`src/rtl/hc_route_pkg.sv`:
```
package hc_route_pkg;

    typedef enum logic [0:0] {
        ST_IDLE = 1'b0,
        ST_WALK = 1'b1
    } walk_state_e;

endpackage

```
`src/rtl/hc_popcount.sv`:
```
module hc_popcount #(
    parameter int W  = 8,
    parameter int CW = $clog2(W + 1)
) (
    input  logic [W-1:0]  vec,
    output logic [CW-1:0] cnt
);
    always_comb begin
        cnt = '0;
        for (int i = 0; i < W; i++) begin
            cnt = cnt + CW'(vec[i]);
        end
    end

    always_comb begin
        assert_count_range_R2: assert (32'(cnt) <= W);
    end
endmodule

```
`src/rtl/hc_first_diff.sv`:
```
module hc_first_diff #(
    parameter int W  = 8,
    parameter int IW = (W > 1) ? $clog2(W) : 1
) (
    input  logic [W-1:0]  rel,
    output logic          found,
    output logic [W-1:0]  mask,
    output logic [IW-1:0] dim
);
    logic [W:0] above_set;

    assign above_set[W] = 1'b0;

    genvar g;
    generate
        for (g = W - 1; g >= 0; g--) begin : g_scan
            assign above_set[g] = above_set[g+1] | rel[g];
            assign mask[g]      = rel[g] & ~above_set[g+1];
        end
    endgenerate

    assign found = above_set[0];

    always_comb begin
        dim = '0;
        for (int b = 0; b < W; b++) begin
            if (mask[b]) begin
                dim = dim | IW'(W - 1 - b);
            end
        end
    end

    always_comb begin
        assert_mask_onehot_R5: assert ($onehot0(mask));
    end
endmodule

```
`src/rtl/hc_hop_calc.sv`:
```
module hc_hop_calc #(
    parameter int W  = 8,
    parameter int IW = (W > 1) ? $clog2(W) : 1,
    parameter int CW = $clog2(W + 1)
) (
    input  logic [W-1:0]  here,
    input  logic [W-1:0]  target,
    output logic          differs,
    output logic [W-1:0]  next_addr,
    output logic [IW-1:0] next_dim,
    output logic [CW-1:0] remaining
);
    logic [W-1:0] rel;
    logic [W-1:0] flip;

    assign rel = here ^ target;

    hc_popcount #(.W(W), .CW(CW)) u_count (
        .vec (rel),
        .cnt (remaining)
    );

    hc_first_diff #(.W(W), .IW(IW)) u_first (
        .rel   (rel),
        .found (differs),
        .mask  (flip),
        .dim   (next_dim)
    );

    assign next_addr = here ^ flip;
endmodule

```
`src/rtl/hc_route_walker.sv`:
```
module hc_route_walker
    import hc_route_pkg::*;
#(
    parameter int N_DIMS = 8,
    parameter int IW     = (N_DIMS > 1) ? $clog2(N_DIMS) : 1,
    parameter int CW     = $clog2(N_DIMS + 1)
) (
    input  logic              clk,
    input  logic              rst_n,
    input  logic              start,
    input  logic [N_DIMS-1:0] src_addr,
    input  logic [N_DIMS-1:0] dst_addr,
    output logic              busy,
    output logic              hop_valid,
    output logic [N_DIMS-1:0] hop_addr,
    output logic [IW-1:0]     hop_dim,
    output logic [CW-1:0]     distance,
    output logic              done
);
    walk_state_e       state_q, state_d;
    logic [N_DIMS-1:0] dst_q;
    logic [N_DIMS-1:0] addr_q;
    logic [IW-1:0]     dim_q;
    logic [CW-1:0]     dist_q;
    logic              valid_q;
    logic              done_q;

    logic [N_DIMS-1:0] calc_here;
    logic [N_DIMS-1:0] calc_target;
    logic              calc_differs;
    logic [N_DIMS-1:0] calc_next;
    logic [IW-1:0]     calc_dim;
    logic [CW-1:0]     calc_left;
    logic              last_hop;

    assign calc_here   = (state_q == ST_WALK) ? addr_q : src_addr;
    assign calc_target = (state_q == ST_WALK) ? dst_q  : dst_addr;
    assign last_hop    = (calc_left == CW'(1));

    hc_hop_calc #(.W(N_DIMS), .IW(IW), .CW(CW)) u_calc (
        .here      (calc_here),
        .target    (calc_target),
        .differs   (calc_differs),
        .next_addr (calc_next),
        .next_dim  (calc_dim),
        .remaining (calc_left)
    );

    // state register
    always_ff @(posedge clk or negedge rst_n) begin
        if (!rst_n) begin
            state_q <= ST_IDLE;
        end else begin
            state_q <= state_d;
        end
    end

    // transitions
    always_comb begin
        state_d = state_q;
        unique case (state_q)
            ST_IDLE: if (start && calc_differs && !last_hop) state_d = ST_WALK;
            ST_WALK: if (last_hop)                           state_d = ST_IDLE;
            default: state_d = ST_IDLE;
        endcase
    end

    // outputs and path registers
    always_ff @(posedge clk or negedge rst_n) begin
        if (!rst_n) begin
            dst_q   <= '0;
            addr_q  <= '0;
            dim_q   <= '0;
            dist_q  <= '0;
            valid_q <= 1'b0;
            done_q  <= 1'b0;
        end else begin
            unique case (state_q)
                ST_IDLE: begin
                    if (start) begin
                        dst_q  <= dst_addr;
                        dist_q <= calc_left;
                        if (calc_differs) begin
                            valid_q <= 1'b1;
                            addr_q  <= calc_next;
                            dim_q   <= calc_dim;
                            done_q  <= last_hop;
                        end else begin
                            valid_q <= 1'b0;
                            done_q  <= 1'b1;
                        end
                    end else begin
                        valid_q <= 1'b0;
                        done_q  <= 1'b0;
                    end
                end
                ST_WALK: begin
                    valid_q <= 1'b1;
                    addr_q  <= calc_next;
                    dim_q   <= calc_dim;
                    done_q  <= last_hop;
                end
                default: begin
                    valid_q <= 1'b0;
                    done_q  <= 1'b0;
                end
            endcase
        end
    end

    assign busy      = (state_q == ST_WALK);
    assign hop_valid = valid_q;
    assign hop_addr  = addr_q;
    assign hop_dim   = dim_q;
    assign distance  = dist_q;
    assign done      = done_q;

    assert_dist_count_R2: assert property (@(posedge clk) disable iff (!rst_n)
        (!busy && start) |=> (32'(distance) == $countones($past(src_addr ^ dst_addr))));

    assert_zero_route_R3: assert property (@(posedge clk) disable iff (!rst_n)
        (done && !hop_valid) |-> (distance == '0));

    assert_single_flip_R4: assert property (@(posedge clk) disable iff (!rst_n)
        (hop_valid && $past(hop_valid) && !$past(done))
            |-> ($countones(hop_addr ^ $past(hop_addr)) == 1));

    assert_dim_rising_R6: assert property (@(posedge clk) disable iff (!rst_n)
        (hop_valid && $past(hop_valid) && !$past(done)) |-> (hop_dim > $past(hop_dim)));

    assert_walk_emits_R7: assert property (@(posedge clk) disable iff (!rst_n)
        busy |=> hop_valid);

    assert_done_at_dst_R8: assert property (@(posedge clk) disable iff (!rst_n)
        (done && hop_valid) |-> (hop_addr == dst_q));

    assert_done_pulse_R8: assert property (@(posedge clk) disable iff (!rst_n)
        (done && !start) |=> !done);

    assert_busy_not_done_R10: assert property (@(posedge clk) disable iff (!rst_n)
        busy |-> !done);
endmodule

```
`config.mk`:
```
export PLATFORM = sky130hd
export DESIGN_NAME = hc_route_walker
export DESIGN_NICKNAME = d
export VERILOG_FILES = /design/src/rtl/hc_route_pkg.sv /design/src/rtl/hc_popcount.sv /design/src/rtl/hc_first_diff.sv /design/src/rtl/hc_hop_calc.sv /design/src/rtl/hc_route_walker.sv
export SDC_FILE = /design/constraint.sdc
export NUM_CORES = 1
export LEC_CHECK = 0
export BUFFER_PORTS_ARGS = -buffer_cell sky130_fd_sc_hd__buf_2
export CORE_ASPECT_RATIO = 0.6
export CORE_MARGIN = 4
export CORE_UTILIZATION = 45
export CTS_CLUSTER_DIAMETER = 60
export CTS_CLUSTER_SIZE = 20
export DETAILED_ROUTE_END_ITERATION = 8
export GPL_TIMING_DRIVEN = 1
export HOLD_SLACK_MARGIN = 0.15
export PLACE_DENSITY_LB_ADDON = 0.3
export SLEW_MARGIN = 30
export SYNTH_ARGS = -nofsm -noshare
export SYNTH_HDL_FRONTEND = slang
export SYNTH_SLANG_ARGS = --single-unit
```
`constraint.sdc`:
```
create_clock -name clk -period 9.55 [get_ports clk]
set_input_delay 2.865 -clock clk [delete_from_list [all_inputs] [get_ports clk]]
set_output_delay 2.865 -clock clk [all_outputs]
set_load 0.05 [all_outputs]
```
### Word-level counts from Yosys, hierarchy flattened

Cells that the tools add are included.

| storage, ports and cells | value |
|---|---|
| register bits after elaboration | 26 |
| input bits | 19 |
| output and inout bits | 18 |
| logic and storage cells | 70 |

| operators by class | value |
|---|---|
| add/subtract/negate cells | 7 |
| eq/ne operators | 3 |
| multiplexer cells | 24 |
| bitwise logic cells | 24 |
| reduce and logical (&&, ||, !) cells | 5 |

Operator list:

| operator | number |
|---|---|
| two-way mux 8 bit | 4 |
| two-way mux 3 bit | 6 |
| adder 4 x 1 -> 4 bit | 4 |
| one-hot mux 8 bit (2 select lines) | 1 |
| XOR 8 bit | 2 |
| NOT 1 bit | 8 |
| AND 1 bit | 7 |
| two-way mux 1 bit | 7 |
| bitwise OR 1 bit | 7 |
| one-hot mux 1 bit (2 select lines) | 3 |
| one-hot mux 3 bit (2 select lines) | 1 |
| adder 3 x 1 -> 4 bit | 1 |
| == test 4 x 1 -> 1 bit (second input constant) | 1 |
| two-way mux 2 bit | 2 |
| != test 2 bit (second input constant) | 2 |
| AND reduction 2 bit | 2 |
| adder 2 x 1 -> 3 bit | 1 |
| adder 1 x 1 -> 2 bit | 1 |
| logical AND 1 bit | 2 |
| zero test 1 bit | 1 |

### Logic depth before layout (Yosys ltp)

Gate-level depths: netlist of run 1.

| logic depth | value |
|---|---|
| depth after elaboration | 20 |
| mapped depth | 14 |
| mapped depth without buffers | 13 |

### Cells and area by module

Synthesis of run 1 repeated with hierarchy kept, for this count alone.

| second synthesis, totals | value |
|---|---|
| cells, all modules | 137 |
| area, all modules | 1651.6 um^2 |

Modules (own cells, without submodules):

| module | times used | cells each | area an instance (um^2) | seq. area each (um^2) |
|---|---|---|---|---|
| hc_route_walker | 1 | 77 | 1168.6 | 650.6 |
| hc_popcount | 1 | 22 | 192.7 | 0.0 |
| hc_first_diff | 1 | 22 | 150.1 | 0.0 |
| hc_hop_calc | 1 | 16 | 140.1 | 0.0 |

### Least setup slack after synthesis of run 1

No wires, ideal clock.

| timing path | value |
|---|---|
| path kind | input-to-reg |
| start | input port src_addr[0] |
| end | register done_q (netlist: done) |
| setup time | 0.065 ns |
| arrival time | 5.909 ns |
| required time | 9.485 ns |
| slack | 3.575 ns |
| stages on the path | 12 |
| buffers on the path | 0 |
| path through | xor2_1 mux2i_1 fa_1 fa_1 fa_1 inv_1 ha_1 inv_1 fa_1 nand3b_1 a21oi_1 o22a_1 |

| on the way | value |
|---|---|
| word-level cells in the longest chain between the ends | 13 |
| elaborated cells on any way between the ends | 14 |
| those cells by class | add/sub (7); eq/ne (1); mux (4); bitwise (2) |

Ends and longest elaborated chain:

| item | line | text |
|---|---|---|
| start: declaration | hc_route_walker.sv:11 | `input logic [N_DIMS-1:0] src_addr,` |
| two-way mux 8 bit * | hc_route_walker.sv:36 | `assign calc_here = (state_q == ST_WALK) ? addr_q : src_addr;` |
| XOR 8 bit * | hc_hop_calc.sv:16 | `assign rel = here ^ target;` |
| adder 1 x 1 -> 2 bit | hc_popcount.sv:11 | `cnt = cnt + CW'(vec[i]);` |
| adder 2 x 1 -> 3 bit | hc_popcount.sv:11 |  |
| adder 3 x 1 -> 4 bit | hc_popcount.sv:11 |  |
| adder 4 x 1 -> 4 bit (4 in series) | hc_popcount.sv:11 |  |
| == test 4 x 1 -> 1 bit | hc_route_walker.sv:38 | `assign last_hop = (calc_left == CW'(1));` |
| two-way mux 1 bit | hc_route_walker.sv:83 | `if (calc_differs) begin` |
| two-way mux 1 bit | hc_route_walker.sv:80 | `if (start) begin` |
| one-hot mux 1 bit (2 select lines) * | hc_route_walker.sv:78 | `unique case (state_q)` |
| end signal: assignment | hc_route_walker.sv:87 | `done_q <= last_hop;` |
| end signal: assignment | hc_route_walker.sv:101 | `done_q <= last_hop;` |
| end: declaration | hc_route_walker.sv:26 | `logic done_q;` |

Mark *: on every way between the ends. The rest lies on a longest branch, timed or not.
A chain may end at the register's enable or synchronous reset.

### Worst setup path in the final report of run 1

| timing path | value |
|---|---|
| start | input port dst_addr[3] |
| end | register done_q (netlist: done) |

| on the way | value |
|---|---|
| word-level cells in the longest chain between the ends | 11 |
| elaborated cells on any way between the ends | 15 |
| those cells by class | add/sub (5); eq/ne (1); mux (4); bitwise (5) |

Ends and longest elaborated chain:

| item | line | text |
|---|---|---|
| start: declaration | hc_route_walker.sv:12 | `input logic [N_DIMS-1:0] dst_addr,` |
| two-way mux 8 bit * | hc_route_walker.sv:37 | `assign calc_target = (state_q == ST_WALK) ? dst_q : dst_addr;` |
| XOR 8 bit * | hc_hop_calc.sv:16 |  |
| adder 3 x 1 -> 4 bit | hc_popcount.sv:11 |  |
| adder 4 x 1 -> 4 bit (4 in series) | hc_popcount.sv:11 |  |
| == test 4 x 1 -> 1 bit | hc_route_walker.sv:38 |  |
| two-way mux 1 bit | hc_route_walker.sv:83 |  |
| two-way mux 1 bit | hc_route_walker.sv:80 |  |
| one-hot mux 1 bit (2 select lines) * | hc_route_walker.sv:78 |  |

Marks and branches as above.

==> metrics.md, run 1 <==
| Metric | Value |
|---|---|
| Hold path cells | 2 |
| Hold WC Path Type | register to register |
| Worst R2R End | done |
| Clock tree root driver cell | clkbuf_8 |
| Synth Area per Inst | 9.830 um2 |
| DPL Wire Length | 3052 um |
| Most common cell after layout, fill and taps aside | nand2_1 |
| RSZ-0062 raised after global routing | no |
| Worst Skew | 0.003939 ns |
| Routed via count | 1399 |
| Ys Warns | 0 |
| Clock Tree Buf Depth | 2 |
| Slowest CP cell | fa_1 |
| Crit-path max cell delay | roughly 0.52 ns |
| Top Ports | 37 |
| CTS Hold Bufs | 0 |
| H-tree Lvls | 1 |
| Die Area | 5057 um2 |
| Share of layout cells above drive strength 1 | 0.2837 |
| Slew HR | 0.5448 |
| Main flop type after synthesis | dfrtp_1 |
| I/O Buffers | 36 |
| Rows | 17 |
| Critical Path RT | 9.76 ns |
| Initial antenna violation count | 0 |
| Global-route wire length before repair | approximately 6200 um |
| TritonCTS clock tree | built |
| Clk Latency, worst-skew pair | 0.27 ns |
| Gr usage total | 0.1599 |
| Yosys reg bits | 26 |
| Fin crit period | 6.032 ns |
| Setup Crit Path Kind | input pin to register |
| Layout area overhead | 13.64% |
| Final worst-path cycle share | 0.6316 |
| Detailed-route DRC error count | 0 |
| Post-CTS setup buffer count | 0 |
| CTS clk-pin slew, worst paths | 0.09 ns |
| Final worst slack | 3.518 ns |
| CP top delay family | adder cells |
| Die width | between 80 and 90 um |
| CP Launch Type | input pin |
| Total clock sinks | 26 |
| Crit Path Max Fanout | 4 |
| Core ar. | 3744 um2 |
| Pre-CTS WS | 3.253 ns |
| Arr. time, crit path | around 6.2 ns |
| Filler cells | approximately 360 |
| Mapped Nets | 207 |
| ANT nets after route | 0 |
| GRT Residual Overflow | 0 |
| Num CTS Buffers | 3 |
| Finish-stage setup viols | 0 |
| Largest net degree at the start of global routing | 27 |
| Resized cells post-CTS | 0 |
| Sequential share of the synthesized area | 0.3657 |
| Post-synth EDFFs | 0 |
| Netlist cell types | 44 |
| Reg2Reg Launch Point | busy |
| Hold path endpoint | distance[0] |
| Drt total wl | 3844 um |
| Setup TNS | 0 ns |
| Initial DRC count | 52 |
| Critical hold path startpoint | distance[0] |
| Asr flop ratio synth | 1.000 |
| Slew @ Worst Pin | slightly below 0.7 ns |
| N_diodes | 0 |
| Critical path endpoint category | register |
| Detailed Routing Iterations Pass 1 | 5 |
| Outcome | complete, no violations |
| Final Max Tran Viols | 0 |
| Cell Area, Synth | around 1800 um2 |
| Most frequent cells in the layout | nand2_1 (39), buf_2 (36), dfrtp_1 (26) |
| Die Y | 56.71 um |
| DR vias/cell | 5.340 |
| Crit path cell chain | buf_2, xnor2_1, mux2i_2, inv_2, fa_1, fa_1, fa_1, inv_1, ha_1, inv_1, fa_1, nand3b_1, a21oi_1, o22a_1 |
| WL per Instance | between 10 and 15 um |
| Critical path's most frequent cell | fa_1 |
| Number of buffers and inverters on the critical path | 4 |
| Placer Congestion | just under 0.9 |
| Max-cap violation count | 0 |
| Hold Vio Cnt, Final | 0 |
| Syn Inst Count | roughly 180 |
| Worst-case reg-to-reg path depth | 13 |
| Vias in the first global route | 1302 |
| Post-layout net count | around 240 |
| Fmax | approximately 0.17 GHz |
| Initial cell density of the core | 0.4753 |
| Setup slack, reg-to-reg | 5.29 ns |
==> synthesized netlist by cell type, types with 4 or more instances <==
| cell | count | area [um2] |
|---|---|---|
| o21ai_0 | 6 | 30.03 |
| xnor2_1 | 6 | 52.55 |
| dfrtp_1 | 26 | 650.6 |
| nor3_1 | 6 | 30.03 |
| nor2_1 | 6 | 22.52 |
| xor2_1 | 11 | 96.34 |
| mux2i_2 | 4 | 55.05 |
| a21oi_1 | 4 | 20.02 |
| fa_1 | 4 | 80.08 |
| mux2i_1 | 11 | 110.1 |
| nand2_1 | 39 | 146.4 |
| inv_1 | 8 | 30.03 |
==> how the worst max path moves through the flow <==
stage / from / end / slack, ns / depth (start not counted)
2_1_floorplan: src_addr[0] / done / 3.58 / 12
3_5_place_dp: dst_addr[3] / done / 3.25 / 14
4_1_cts: dst_addr[3] / done / 3.53 / 14
6_report: dst_addr[3] / done / 3.52 / 14
3_3_place_gp: src_addr[0] / done / 3.33 / 13
5_1_grt: dst_addr[3] / done / 3.29 / 14
==> through the flow <==
step | area (um2) | hold slack [ns] | util | instances
2_1_floorplan | 1779 | 0.4817 | - | 181
3_3_place_gp | 1981 | 0.4583 | 0.5291 | 259
3_5_place_dp | 1981 | 0.4640 | 0.5291 | 259
4_1_cts | 2022 | 0.4875 | 0.5401 | 262
5_1_grt | 2022 | 0.5166 | 0.5401 | 262
6_report | 2022 | 0.4786 | 0.5401 | 262
==> flip-flops by register name (all words and copies together), names as in the netlist <==
signal,count
hop_dim,3
done,1
busy,1
dst_q,8
hop_addr,8
distance,4
hop_valid,1
==> worst register-to-register path: cells and delay by family (launching register included) <==
family	cells	cell delay [ns]
buffers and inverters	4	0.45
AOI/OAI and AO/OA	2	0.34
adders and majority gates	5	2.05
muxes	1	0.40
DFF	1	0.79
and+or+nand+nor	1	0.18
==> per-layer routing <==
layer / vias to the layer above / global-route usage / share of wire
met1: 663 / 0.2545 / 0.54
met5: - / 0 / 0
li1: 690 / - / -
met2: 44 / 0.2256 / 0.38
met4: 0 / 0.01274 / 0.0031
met3: 2 / 0.03666 / 0.078
==> layout make-up <==
class | count | area, um2 | share of cell area
Clock buffer | 3 | 41.29 | 0.02042
Tap cell | 47 | 58.81 | 0.02908
Timing Repair Buffer | 37 | 187.7 | 0.09282
Multi-Input combinational cell | 138 | 1037 | 0.5130
Sequential cell | 26 | 650.6 | 0.3218
Inverter | 11 | 46.29 | 0.02290
==> cells by family after synthesis <==
family,Yosys count,synth area share
buffers and inverters,17,0.05134
adders and majority gates,7,0.06611
AOI/OAI and AO/OA,25,0.09986
and+or+nand+nor,67,0.1814
xor gates and xnor gates,17,0.08368
DFF,26,0.3657
muxes,22,0.1519
Power of run 1 is left out: the tool's default activity adds up to more than one toggle a clock period on the data nets, which glitch-free logic cannot reach.
==> run 2, diff against run 1 <==
Clock period 9.55 ns to 5.3 ns, I/O delays scaled along.
==> run 2 against run 1 <==
  * Clock skew increased by 0.0023 ns
  * Non-clock buffer count increased by 2
  * Setup slack got worse by 3.0 ns
  * Critical endpoint unchanged
  * Design area increased by 1.4%
  * Highest routed layer unchanged
==> metrics.md, run 2 (synthesized netlist as in run 1, its figures left out) <==
| Metric | Value |
|---|---|
| Rows | 17 |
| Placed Area | around 2000 um2 |
| Final worst-path cycle share | 0.8938 |
| Worst Skew | 0.006235 ns |
| Crit Path Max Fanout | 4 |
| Arr. time, crit path | 4.96 ns |
| Placed cells | 261 |
| N_diodes | 0 |
| Detailed Routing Iterations Pass 1 | 5 |
| Top Ports | 37 |
| Initial cell density of the core | 0.4753 |
| CTS clk-pin slew, worst paths | 0.10 ns |
| Initial DRC count | 57 |
| Post-Layout Cell Count | ~270 |
| Most common cell after layout, fill and taps aside | nand2_1 |
| Final Cell Area | 2051 um2 |
| Number of buffers and inverters on the critical path | 4 |
| Vias in the first global route | 1280 |
| CTS Hold Bufs | 0 |
| DPL Wire Length | 3073 um |
| Crit-path max cell delay | around 0.52 ns |
| Gr usage total | 0.1646 |
| Hold Vio Cnt, Final | 0 |
| CP top delay family | adder cells |
| RSZ-0062 raised after global routing | no |
| Num CTS Buffers | 3 |
| Filler cells | between 300 and 400 |
| Initial antenna violation count | 0 |
| Critical path endpoint category | register |
| Die Area | 5057 um2 |
| Detailed-route DRC error count | 0 |
| Core ar. | 3744 um2 |
| Max-cap violation count | 0 |
| Resized cells post-CTS | 0 |
| Slew HR | 0.5736 |
| Share of layout cells above drive strength 1 | 0.2936 |
| Setup Crit Path Kind | input pin to register |
| Fin crit period | between 4 and 5 ns |
| Area of the multi-input gates | 1037 um2 |
| H-tree Lvls | 1 |
| Clock tree root driver cell | clkbuf_8 |
| Finish-stage setup viols | 0 |
| Die width | 89.18 um |
| Slowest CP cell | fa_1 |
| Total clock sinks | 26 |
| Placer Congestion | between 0.8 and 0.9 |
| Crit path cell chain | buf_2, xnor2_1, mux2i_2, inv_2, fa_1, fa_1, fa_1, inv_1, ha_1, inv_1, fa_1, nand3b_1, a21oi_1, o22a_1 |
| TritonCTS clock tree | built |
| Critical Path RT | 5.52 ns |
| Drt total wl | 3929 um |
| Final core utilization | 0.5478 |
| I/O Buffers | 36 |
| Setup TNS | 0 ns |
| DR vias/cell | 5.143 |
| Layout area overhead | 15.26% |
| ANT nets after route | 0 |
| Clk Latency, worst-skew pair | 0.27 ns |
| Final Max Tran Viols | 0 |
| Global-route wire length before repair | 6382 um |
| CP Launch Type | input pin |
| Fmax | 0.2111 GHz |
| Routed via count | 1363 |
| Post-layout net count | 245 |
| Post-CTS setup buffer count | 0 |
| Die Y | 56.71 um |
| Largest net degree at the start of global routing | 27 |
| Register area | 650.6 um2 |
| WL per Instance | 14.83 um |
| Slew @ Worst Pin | between 0.6 and 0.7 ns |
| Most frequent cells in the layout | nand2_1 (39), buf_2 (36), dfrtp_1 (26) |
| Outcome | complete, no violations |
| Hold WC Path Type | register to register |
| GRT Residual Overflow | 0 |
| Clock Tree Buf Depth | 2 |
| Critical path's most frequent cell | fa_1 |
==> run 2: cell types whose count changed in the layout (fill, tap and decap cells not counted) <==
cell and delta:
buf_4 +2, clkbuf_8 +1
==> run 2: layer usage <==
layer / GRT usage / share of wire / up-vias
li1: - / - / 691
met2: 0.2214 / 0.39 / 35
met3: 0.04252 / 0.064 / 2
met5: 0 / 0 / -
met4: 0.01274 / 0.0031 / 0
met1: 0.2688 / 0.54 / 635
==> run 2: worst paths after layout <==
path | endpoint | start | slack, ns | cells after the start
worst max-delay path | done | dst_addr[3] | 0.56 | 14
worst max register to register | done | busy | 1.43 | 13
min in group asynchronous | distance[2] | rst_n | 1.30 | 1
worst min-delay path | distance[0] | distance[0] | 0.48 | 2
max in group asynchronous | hop_dim[1] | rst_n | 3.61 | 1
worst min register to register | distance[0] | distance[0] | 0.48 | 2
==> run 2: per-stage QoR <==
stage          hold WS, ns  setup slack, ns
2_1_floorplan       0.4817           0.6002
5_1_grt             0.5172           0.4224
6_report            0.4806           0.5626
3_3_place_gp        0.4587           0.3569
3_5_place_dp        0.4673           0.2705
4_1_cts             0.4891           0.5507
==> run 2: cell type report <==
cell class / instances / share of cell area
flip-flops and latches: 26 / 0.3173
clock buffers: 4 / 0.02685
inverters: 11 / 0.02257
repair buffers: 39 / 0.09884
well taps: 47 / 0.02868
multi-input cells: 138 / 0.5058
==> run 2: worst reg2reg max path: cells and delay by family (launching register included) <==
kind	cells	cell delay [ns]
fa+ha+maj	5	2.05
flops	1	0.43
buf+inv	4	0.42
mux	1	0.41
compound gates	2	0.34
simple gates	1	0.18
Power of run 2 is left out for the same reason.
